`src/rtl/perf_bank_pkg.sv`:
```
package perf_bank_pkg;
  localparam int NUM_CNT       = 4;
  localparam int EVT_W         = 8;
  localparam int BUS_W         = 32;
  localparam int ADDR_W        = 8;
  localparam int CNT_BASE_WORD = 8;   // count words start at byte 0x20
  localparam int OVF_BIT       = 0;
  localparam int CLR_BIT       = 1;
  localparam int EN_BIT        = 2;
  localparam int CODE_LSB      = 24;

  typedef struct packed {
    logic [NUM_CNT-1:0]            en;
    logic [NUM_CNT-1:0]            clr;
    logic [NUM_CNT-1:0][EVT_W-1:0] code;
  } ctrlStrobe_t;
endpackage

```
`src/rtl/perf_ctrl.sv`:
```
module perf_ctrl
  import perf_bank_pkg::*;
#(
  parameter int CNT_W = 32
) (
  input  logic                            clk,
  input  logic                            rstN,
  input  logic                            busValid,
  input  logic                            busWrite,
  input  logic [ADDR_W-1:0]               busAddr,
  input  logic [BUS_W-1:0]                busWdata,
  output logic [BUS_W-1:0]                busRdata,
  input  logic [NUM_CNT-1:0][CNT_W-1:0]   cntVals,
  input  logic [NUM_CNT-1:0]              ovfFlags,
  output ctrlStrobe_t                     strobes
);
  localparam int WORD_W = ADDR_W - 2;
  localparam int PAD_W  = CODE_LSB - EN_BIT - 1;

  logic [WORD_W-1:0]             wordIdx;
  logic                          wrEn;
  logic                          rdEn;
  logic [NUM_CNT-1:0]            ctrlSel;
  logic [NUM_CNT-1:0]            cntSel;
  logic [NUM_CNT-1:0]            enVec;
  logic [NUM_CNT-1:0]            clrVec;
  logic [NUM_CNT-1:0]            clrRead;
  logic [NUM_CNT-1:0][EVT_W-1:0] codeVec;
  logic [NUM_CNT-1:0][BUS_W-1:0] ctrlWord;
  logic [BUS_W-1:0]              rdNext;

  assign wordIdx = busAddr[ADDR_W-1:2];
  assign wrEn    = busValid && busWrite;
  assign rdEn    = busValid && !busWrite;

  for (genvar n = 0; n < NUM_CNT; n++) begin : g_reg
    logic enQ;
    assign ctrlSel[n] = (wordIdx == WORD_W'(n));
    assign cntSel[n]  = (wordIdx == WORD_W'(CNT_BASE_WORD + n));

    if (n == 0) begin : g_master
      logic clrQ;
      always_ff @(posedge clk or negedge rstN) begin
        if (!rstN) begin
          enQ  <= 1'b0;
          clrQ <= 1'b1;
        end else if (wrEn && ctrlSel[n]) begin
          enQ  <= busWdata[EN_BIT];
          clrQ <= busWdata[CLR_BIT];
        end
      end
      // counter 0 clears on a 0 -> 1 transition of its stored clear bit
      assign clrVec[n]  = wrEn && ctrlSel[n] && busWdata[CLR_BIT] && !clrQ;
      assign clrRead[n] = clrQ;
      assign codeVec[n] = '0;
    end else begin : g_event
      logic [EVT_W-1:0] codeQ;
      always_ff @(posedge clk or negedge rstN) begin
        if (!rstN) begin
          enQ   <= 1'b0;
          codeQ <= '0;
        end else if (wrEn && ctrlSel[n]) begin
          enQ   <= busWdata[EN_BIT];
          codeQ <= busWdata[CODE_LSB +: EVT_W];
        end
      end
      // event counters clear on a written 0; the bit then reads back 1
      assign clrVec[n]  = wrEn && ctrlSel[n] && !busWdata[CLR_BIT];
      assign clrRead[n] = 1'b1;
      assign codeVec[n] = codeQ;
    end

    assign enVec[n]    = enQ;
    assign ctrlWord[n] = {codeVec[n], {PAD_W{1'b0}}, enVec[n], clrRead[n], ovfFlags[n]};
  end

  always_comb begin
    rdNext = '0;
    for (int n = 0; n < NUM_CNT; n++) begin
      if (ctrlSel[n]) rdNext = ctrlWord[n];
      if (cntSel[n])  rdNext = BUS_W'(cntVals[n]);
    end
  end

  always_ff @(posedge clk or negedge rstN) begin
    if (!rstN)     busRdata <= '0;
    else if (rdEn) busRdata <= rdNext;
  end

  assign strobes.en   = enVec;
  assign strobes.clr  = clrVec;
  assign strobes.code = codeVec;
endmodule

```
`src/rtl/perf_datapath.sv`:
```
module perf_datapath
  import perf_bank_pkg::*;
#(
  parameter int CNT_W   = 32,
  parameter int NUM_EVT = 64
) (
  input  logic                          clk,
  input  logic                          rstN,
  input  ctrlStrobe_t                   strobes,
  input  logic [NUM_EVT-1:0]            evtIn,
  output logic [NUM_CNT-1:0][CNT_W-1:0] cntVals,
  output logic [NUM_CNT-1:0]            ovfFlags
);
  localparam int EVT_SPACE = 1 << EVT_W;

  logic [EVT_SPACE-1:0] evtSpace;
  logic                 halted;

  for (genvar i = 0; i < EVT_SPACE; i++) begin : g_space
    if (i < NUM_EVT) begin : g_live
      assign evtSpace[i] = evtIn[i];
    end else begin : g_dead
      assign evtSpace[i] = 1'b0;
    end
  end

  // the bank stops while the master is off or has wrapped
  assign halted = !strobes.en[0] || ovfFlags[0];

  for (genvar n = 0; n < NUM_CNT; n++) begin : g_cnt
    logic [CNT_W-1:0] cntQ;
    logic             ovfQ;
    logic             bump;

    if (n == 0) begin : g_cycles
      assign bump = !halted;
    end else begin : g_events
      assign bump = !halted && strobes.en[n] && !ovfQ && evtSpace[strobes.code[n]];
    end

    always_ff @(posedge clk or negedge rstN) begin
      if (!rstN) begin
        cntQ <= '0;
        ovfQ <= 1'b0;
      end else if (strobes.clr[n]) begin
        cntQ <= '0;
        ovfQ <= 1'b0;
      end else if (bump) begin
        cntQ <= cntQ + 1'b1;
        if (cntQ == '1) ovfQ <= 1'b1;
      end
    end

    assign cntVals[n]  = cntQ;
    assign ovfFlags[n] = ovfQ;
  end
endmodule

```
`src/rtl/perf_counter_bank.sv`:
```
module perf_counter_bank
  import perf_bank_pkg::*;
#(
  parameter int CNT_W   = 32,
  parameter int NUM_EVT = 64
) (
  input  logic               clk,
  input  logic               rstN,
  input  logic               busValid,
  input  logic               busWrite,
  input  logic [7:0]         busAddr,
  input  logic [31:0]        busWdata,
  output logic [31:0]        busRdata,
  input  logic [NUM_EVT-1:0] evtIn,
  output logic               irqOut
);
  ctrlStrobe_t                   strobes;
  logic [NUM_CNT-1:0][CNT_W-1:0] cntVals;
  logic [NUM_CNT-1:0]            ovfFlags;

  perf_ctrl #(.CNT_W(CNT_W)) u_ctrl (
    .clk(clk), .rstN(rstN), .busValid(busValid), .busWrite(busWrite),
    .busAddr(busAddr), .busWdata(busWdata), .busRdata(busRdata),
    .cntVals(cntVals), .ovfFlags(ovfFlags), .strobes(strobes)
  );

  perf_datapath #(.CNT_W(CNT_W), .NUM_EVT(NUM_EVT)) u_data (
    .clk(clk), .rstN(rstN), .strobes(strobes), .evtIn(evtIn),
    .cntVals(cntVals), .ovfFlags(ovfFlags)
  );

  assign irqOut = ovfFlags[0];
endmodule

```
`config.mk`:
```
export PLATFORM = sky130hd
export DESIGN_NAME = perf_counter_bank
export DESIGN_NICKNAME = d
export VERILOG_FILES = /design/src/rtl/perf_bank_pkg.sv /design/src/rtl/perf_ctrl.sv /design/src/rtl/perf_datapath.sv /design/src/rtl/perf_counter_bank.sv
export SDC_FILE = /design/constraint.sdc
export NUM_CORES = 1
export LEC_CHECK = 0
export BUFFER_PORTS_ARGS = -buffer_cell sky130_fd_sc_hd__buf_2
export CAP_MARGIN = 20
export CELL_PAD_IN_SITES_DETAIL_PLACEMENT = 0
export CELL_PAD_IN_SITES_GLOBAL_PLACEMENT = 1
export CORE_UTILIZATION = 43
export CTS_BUF_LIST = sky130_fd_sc_hd__clkbuf_16
export CTS_CLUSTER_DIAMETER = 60
export CTS_CLUSTER_SIZE = 8
export DETAILED_ROUTE_END_ITERATION = 16
export HOLD_SLACK_MARGIN = 0.05
export PLACE_DENSITY_LB_ADDON = 0.3
export SYNTH_ARGS = -nofsm -noshare
export SYNTH_HDL_FRONTEND = slang
export SYNTH_HIERARCHICAL = 1
export SYNTH_SLANG_ARGS = --single-unit
```
`constraint.sdc`:
```
create_clock -name clk -period 2.6 [get_ports clk]
set_clock_uncertainty 0.1 [all_clocks]
set_input_delay 0.39 -clock clk [delete_from_list [all_inputs] [get_ports clk]]
set_output_delay 0.39 -clock clk [all_outputs]
set_load 0.01 [all_outputs]
```
# After elaboration in Yosys (flattened, before gate mapping)

Index checks and enable logic that the tools add are counted.

Flip-flop bits (word level): 193
Input bits: 108
Output and inout bits: 33
Logic and storage cells: 111

Add/sub/neg operators: 4
Magnitude comparators: 3
Equality and inequality tests: 12
Mux-type cells: 34
Reduce and logical (&&, ||, !) cells: 41

Operators by type and width:

| kind                                                | number |
|---|---|
| two-way mux 32 bit                                  | 15 |
| adder 32 x 1 -> 32 bit (second input constant)      | 4 |
| == test 32 bit (second input constant)              | 4 |
| < comparator 8 x 9 -> 1 bit (second input constant) | 3 |
| binary-select mux 1 bit (select 8 bit)              | 3 |
| == test 6 x 4 -> 1 bit (second input constant)      | 4 |
| logical AND 1 bit                                   | 20 |
| two-way mux 1 bit                                   | 15 |
| nonzero test 2 bit                                  | 7 |
| == test 6 x 2 -> 1 bit (second input constant)      | 2 |
| logical NOT 1 bit                                   | 8 |
| AND reduction 2 bit                                 | 4 |
| == test 6 x 1 -> 1 bit (second input constant)      | 1 |
| logical NOT 6 bit                                   | 1 |
| two-way mux 3 bit                                   | 1 |
| inequality test 2 bit (second input constant)       | 1 |
| logical OR 1 bit                                    | 1 |

# Depth between registers and ports, before layout

Gate-level depths: netlist of the first run.

Depth in word-level cells: 9
Depth in mapped cells: 13
Mapped depth without buffers: 11

# By module

The synthesis of the first run kept the hierarchy.

By module, submodules not included:

| module        | times used | cells each | area each (µm²) | sequential area each (µm²) |
|---|---|---|---|---|
| perf_datapath | 1          | 897        | 8891.0          | 3303.2 |
| perf_ctrl     | 1          | 310        | 3668.5          | 1527.7 |

# Worst setup path after synthesis of the first run

No wires, ideal clock.

Path type: register to register
Start: register u_ctrl.g_reg[1].g_event.codeQ[1]
End: register u_data.g_cnt[1].cntQ[1]
Setup time: 132 ps
Arrival time: 2414 ps
Data required time: 2368 ps
Setup slack: -46 ps
Stages on the path, launching flop included: 12
Path buffers: 4
Clock period less this slack: 2646 ps
Cell sequence: dfrtp_1 -> buf_6 -> buf_6 -> mux4_2 -> a22oi_1 -> o31ai_1 -> o311a_1 -> nor2_4 -> buf_6 -> buf_6 -> mux2i_1 -> nor2_1

Longest elaborated chain between the ends: 4

RTL lines:

| what                                    | line                | text |
|---|---|---|
| start: declaration                      | perf_ctrl.sv:57     | `logic [EVT_W-1:0] codeQ;` |
| start signal: assignment                | perf_ctrl.sv:64     | `codeQ <= busWdata[CODE_LSB +: EVT_W];` |
| binary-select mux 1 bit (select 8 bit)  | perf_datapath.sv:38 | `assign bump = !halted && strobes.en[n] && !ovfQ && evtSpace[strobes.code[n]];` |
| two-way mux 1 bit (not written as such) | perf_datapath.sv:38 |  |
| logical AND 1 bit                       | perf_datapath.sv:38 |  |
| nonzero test 2 bit (no source line)     | -                   |  |
| end signal: assignment                  | perf_datapath.sv:49 | `cntQ <= cntQ + 1'b1;` |
| end: declaration                        | perf_datapath.sv:31 | `logic [CNT_W-1:0] cntQ;` |

Every way passes these cells. The select of a mux whose other input is x is not followed.
A chain may end at the register's enable or synchronous reset.

# Final worst setup path of the first run

Start: register u_ctrl.g_reg[1].g_event.codeQ[1]
End: register u_data.g_cnt[1].cntQ[16]

Same word-level chain as after synthesis.

==> results of run 1 <==
## stage by stage
stage | hold WS [ps] | power, W | std cells | worst slack (ps) | utilization [%]
2_1_floorplan | -5.59 | 0.00451 | 1198 | -45.8 | -
4_1_cts | 126 | 0.00808 | 1808 | -153 | 53.9
6_report | 143 | 0.00811 | 1823 | -245 | 55.6
3_5_place_dp | 364 | 0.00514 | 1759 | -257 | 50.0
5_1_grt | 124 | 0.00845 | 1822 | -317 | 55.6
3_3_place_gp | 359 | 0.00511 | 1759 | -194 | 50.0
## worst max path at each step
| stage | depth (start not counted) | from | to | slack, ps |
|---|---|---|---|---|
| after global placement | 9 | u_ctrl/g_reg[1].g_event.codeQ[0] | u_data/g_cnt[1].cntQ[15] | -190 |
| after global routing | 11 | u_ctrl/g_reg[1].g_event.codeQ[1] | u_data/g_cnt[1].cntQ[27] | -320 |
| after detailed placement | 10 | u_ctrl/g_reg[1].g_event.codeQ[0] | u_data/g_cnt[1].cntQ[16] | -260 |
| after floorplan | 11 | u_ctrl/g_reg[1].g_event.codeQ[1] | u_data/g_cnt[1].cntQ[1] | -50 |
| after CTS | 9 | u_ctrl/g_reg[1].g_event.codeQ[1] | u_data/g_cnt[1].cntQ[23] | -150 |
| final | 10 | u_ctrl/g_reg[1].g_event.codeQ[1] | u_data/g_cnt[1].cntQ[16] | -240 |
## metal layers
layer / up-vias / wire length (um) / track usage (%)
met5: - / 13 / 0
met4: 2 / 575 / 6.85
met3: 44 / 2750 / 5.86
met2: 341 / 18000 / 41.5
met1: 5546 / 17900 / 39.6
li1: 4992 / - / -
## area by class of cell
cell class / count / area [um2]
clock buffers: 17 / 425
well taps: 384 / 480
multi-input cells: 880 / 7600
flip-flops and latches: 193 / 4840
clock inverters: 15 / 208
inverters: 29 / 109
diodes: 5 / 12.5
fillers: 2513 / 12700
repair buffers: 300 / 2240
## power by group
part           leakage [nW]  internal, W  switching, W
combinational          3.68     0.000822      0.000818
sequential             2.45      0.00326      0.000338
clock                 0.303      0.00163       0.00125
## worst max-delay path, cell delays in order, from the launching register on
cell and delay [ps]:
dfrtp_2 470, buf_4 170, clkbuf_16 140, a2111oi_0 540, and4b_1 290, o311a_4 340, nor2_4 160, buf_12 190
buf_12 130, o21ai_1 70, a21oi_1 160
## registers in the layout (all words and copies together), names as in the netlist
signal,cells
u_ctrl/busRdata,32
u_ctrl/g.enQ,4
u_ctrl/g.g_event.codeQ,24
u_ctrl/g.g_master.clrQ,1
u_data/g_cnt.cntQ,128
u_data/g_cnt.ovfQ,4
## repair_timing
action,4_1_cts,5_1_grt
hold endpoints to repair,69,0
resized for setup,76,98
hold buffers,1,0
buffers inserted,15,8
endpoints found under the setup margin,99,99
gates cloned,1,2
pin swaps,15,42
==> results.json, run 1 <==
{
  "setup_viol": 73,
  "dpl.hpwl_mm": 29.1,
  "placement_rows": 62,
  "crit_required_ps": 2860,
  "placed_area_mm2": 0.0143,
  "antenna_found_initial": 7,
  "drv_cap": 0,
  "synth_nets": 1310,
  "syn_avg_cell_area_um2": 10.4,
  "setup_tns_ps": -7380,
  "area_growth_syn_to_layout_pct": 27.4,
  "drt-initial-drc-count": 1035,
  "slew_violations": 0,
  "violations": "setup timing",
  "cp_max_fo": 26,
  "rsz0062_at_grt": "true",
  "hold_path_depth": 2,
  "max_freq_ghz": 0.352,
  "place.gp.congestion": 0.938,
  "wl_mm": 39.3,
  "tritoncts": "built",
  "hold_viol": 0,
  "dr.pass1.iters": 7,
  "tightest_slew_ps": 947,
  "clkTransAtPathRegs_ps": 70,
  "ys.warnings.count": 6,
  "ir_worst_vdd_mv": 0.549,
  "cts_root_buf": "clkbuf_16",
  "die_h_um": 172,
  "clockBufferDepth": 2,
  "wire_per_inst_um": 21.6,
  "dieArea_mm2": 0.0297,
  "clock_latency_ps": 440,
  "reg2reg_depth": 10,
  "arrival_ps": 3110,
  "layout_min_cycle_time_ps": 2840,
  "clkSinkCount": 193,
  "layout.nets": 1533,
  "worst_slack_ps": -245,
  "grt_max_degree": 76,
  "final_antenna_net_count": 0,
  "worstHoldStart": "busWdata[24]",
  "io_pins": 141,
  "grt_pass1_wl_mm": 60.6,
  "coreArea_mm2": 0.0286,
  "initial_core_util_pct": 43.7,
  "p_leak_nw": 6.43,
  "detail_route.vias_per_cell": 5.99,
  "grt_pass1_vias": 10596,
  "syn_inst": 1198,
  "relSlewSlack_pct": 36.7,
  "cp-end-kind": "register",
  "r2r_end": "u_data/g_cnt[1].cntQ[16]",
  "grt_use_total_pct": 27.4,
  "io_buffers": 116,
  "worst_setup_path_start_kind": "register",
  "layout_common_cells": "dfrtp_1, buf_4, buf_2, nor2_1, mux4_2",
  "r2r_slack_ps": -240,
  "fin_area_mm2": 0.0159,
  "die_w_um": 172,
  "whs_endpoint": "u_ctrl/g_reg[2].g_event.codeQ[0]",
  "status": "finished, violations left",
  "htree_levels": 4,
  "post-route-drc-count": 0,
  "grt-ovfl-total": 0,
  "vias": 10925,
  "hp-class": "in2reg",
  "layout-drive-gt1-share_pct": 39.5,
  "power.density_mw_per_mm2": 509,
  "r2r_start": "u_ctrl/g_reg[1].g_event.codeQ[1]",
  "synthesis.area_mm2": 0.0125,
  "worstSetupPathType": "reg2reg",
  "cts_made_buffers": 17,
  "period_share_pct": 109,
  "layout_commonest_cell": "dfrtp_1"
}
Note: power is estimated with default switching activity, not from simulation.
==> run 2, diff against run 1 <==
PLACE_DENSITY = 0.85   (was not set)
PLACE_DENSITY_LB_ADDON = not set   (was 0.3)
==> run 2 against run 1 <==
Net effect: the flow still finishes with violations (setup timing); sequential power about the same; global-route usage up 0.43 points; sequential cell count unchanged; register-to-register slack about the same; routed wire length up 5.7%; combinational power about the same; fmax about the same; utilization about the same; largest cell class unchanged; largest power group unchanged.
==> results.json, run 2 (synthesis gave the netlist of run 1 again) <==
{
  "detail_route.vias_per_cell": 6.25,
  "fin_area_mm2": 0.0159,
  "grt-ovfl-total": 0,
  "area_growth_syn_to_layout_pct": 27.4,
  "wl_met3_mm": 3.12,
  "die_w_um": 172,
  "vias": 11357,
  "wire_per_inst_um": 22.9,
  "tightest_slew_ps": 669,
  "reg2reg_depth": 9,
  "top_register": "u_data/g_cnt.cntQ",
  "tritoncts": "built",
  "cts_root_buf": "clkbuf_16",
  "worst_slack_ps": -245,
  "violations": "setup timing",
  "crit_required_ps": 2870,
  "layout_min_cycle_time_ps": 2850,
  "dp.cells": 1738,
  "worstSetupPathType": "reg2reg",
  "initial_core_util_pct": 43.7,
  "hold_path_depth": 2,
  "worst_setup_path_start_kind": "register",
  "layout-drive-gt1-share_pct": 38.8,
  "dr.pass1.iters": 5,
  "switching_share_pct": 31.4,
  "arrival_ps": 3110,
  "hold_viol": 0,
  "die_h_um": 172,
  "status": "finished, violations left",
  "reg_top3": "u_data/g_cnt.cntQ: 128 flops, u_ctrl/busRdata: 32 flops, u_ctrl/g.g_event.codeQ: 24 flops",
  "cp_cell_sequence": "buf_12, mux4_2, mux2i_2, a221oi_4, buf_4, nand4_4, and2_4, or4_1, a21oi_2",
  "io_pins": 141,
  "routed.top_layer": "met4",
  "wl_mm": 41.6,
  "clkSinkCount": 193,
  "hp-class": "in2reg",
  "power.switching_w": 0.00248,
  "cts_made_buffers": 17,
  "clkTransAtPathRegs_ps": 80,
  "grt_pass1_vias": 10766,
  "dr_wl_met2_mm": 19.9,
  "layout_common_cells": "dfrtp_1, buf_4, buf_2, nor2_1, mux4_2",
  "relSlewSlack_pct": 55.3,
  "grt_pass1_wl_mm": 62.2,
  "placement_rows": 62,
  "p_leak_nw": 6.45,
  "final_antenna_net_count": 0,
  "setup_viol": 96,
  "fillers": 2399,
  "antenna_found_initial": 2,
  "finalNonFillerCells": 1816,
  "cp_max_fo": 12,
  "dieArea_mm2": 0.0297,
  "clkPwrFrac_pct": 33.5,
  "seq_power_share_pct": 45.4,
  "clock_latency_ps": 440,
  "setup_tns_ps": -10980,
  "drt-initial-drc-count": 1176,
  "htree_levels": 4,
  "timing.hold.ws_ps": 138,
  "layout.nets": 1530,
  "slew_violations": 0,
  "io_buffers": 116,
  "grt_use_total_pct": 27.8,
  "power.density_mw_per_mm2": 497,
  "intPower_w": 0.00544,
  "rsz0062_at_grt": "true",
  "dpl.hpwl_mm": 28.9,
  "max_freq_ghz": 0.351,
  "cp-end-kind": "register",
  "clockBufferDepth": 2,
  "critPathMaxStageDelay_ps": 520,
  "ir_worst_vdd_mv": 0.475,
  "layout_commonest_cell": "dfrtp_1",
  "cp_slowest_cell": "or4_1",
  "drv_cap": 0,
  "placed_area_mm2": 0.0142,
  "post-route-drc-count": 0,
  "period_share_pct": 109,
  "coreArea_mm2": 0.0286,
  "largest_reg_flops": 128,
  "wirelength_met1_mm": 17.9,
  "grt_max_degree": 70,
  "p_comb_share_pct": 21.1,
  "place.gp.congestion": 0.983
}
[run 2: cell count changes in the layout (fill, tap and decap cells not counted), moves of 5 or more]
cell | previous run | this run
buf_12 | 10 | 15
buf_4 | 146 | 132
a21oi_2 | 23 | 18
o21ai_0 | 26 | 20
o21ai_1 | 10 | 16
a21oi_1 | 43 | 48
[run 2: power by group through the flow]
stage	sequential [W]	combinational [W]	clock (W)
global placement	0.00361	0.00149	0
CTS	0.00358	0.00159	0.00268
floorplan	0.00354	0.000972	0
detailed placement	0.00363	0.00152	0
finish	0.00359	0.00167	0.00266
global route	0.00363	0.00179	0.00280
[run 2: metrics by stage]
step	util, %	total power [W]	worst slack (ps)
2_1_floorplan	-	0.00451	-45.8
6_report	55.6	0.00792	-245
4_1_cts	53.0	0.00785	-152
3_5_place_dp	49.6	0.00515	-217
5_1_grt	55.6	0.00822	-289
3_3_place_gp	49.6	0.00511	-192
[run 2: final cells by class]
type                    count  area (um2)  share of cell area (%)
inverters                  29         109                   0.684
well taps                 384         480                    3.02
repair buffers            296        2310                    14.5
flip-flops and latches    193        4840                    30.4
clock inverters            15         150                   0.943
clock buffers              17         425                    2.67
multi-input cells         881        7600                    47.7
diodes                      1        2.50                  0.0157
[run 2: what timing repair did]
item | 4_1_cts | 5_1_grt
hold buffers | 1 | 0
buffers inserted | 11 | 25
pin swaps | 19 | 76
resized for setup | 59 | 112
cloned | 3 | 5
endpoints found under the setup margin | 95 | 94
hold endpoints to repair | 35 | 0
[run 2: final timing paths]
| check | start | end | slack (ps) |
|---|---|---|---|
| min reg2reg | u_ctrl/busRdata[1] | u_ctrl/busRdata[1] | 390 |
| max in group asynchronous | rstN | u_data/g_cnt[0].cntQ[21] | 1300 |
| max reg2reg | u_ctrl/g_reg[3].g_event.codeQ[1] | u_data/g_cnt[3].cntQ[6] | -250 |
| max | u_ctrl/g_reg[3].g_event.codeQ[1] | u_data/g_cnt[3].cntQ[6] | -250 |
| min in group asynchronous | rstN | u_data/g_cnt[1].cntQ[9] | 330 |
| min | busWdata[30] | u_ctrl/g_reg[1].g_event.codeQ[6] | 140 |
[run 2: critical path, delay by kind of cell (launching register included)]
kind	cells	cell delay, ps
and+or+nand+nor	3	1040
buffers and inverters	2	340
AOI/OAI and AO/OA	2	410
DFF	1	430
muxes	2	450
[run 2: per-layer routing]
layer	GRT usage [%]	vias up
li1	-	4990
met1	39.6	5843
met2	43.9	473
met3	4.97	51
met4	6.35	0
met5	0	-
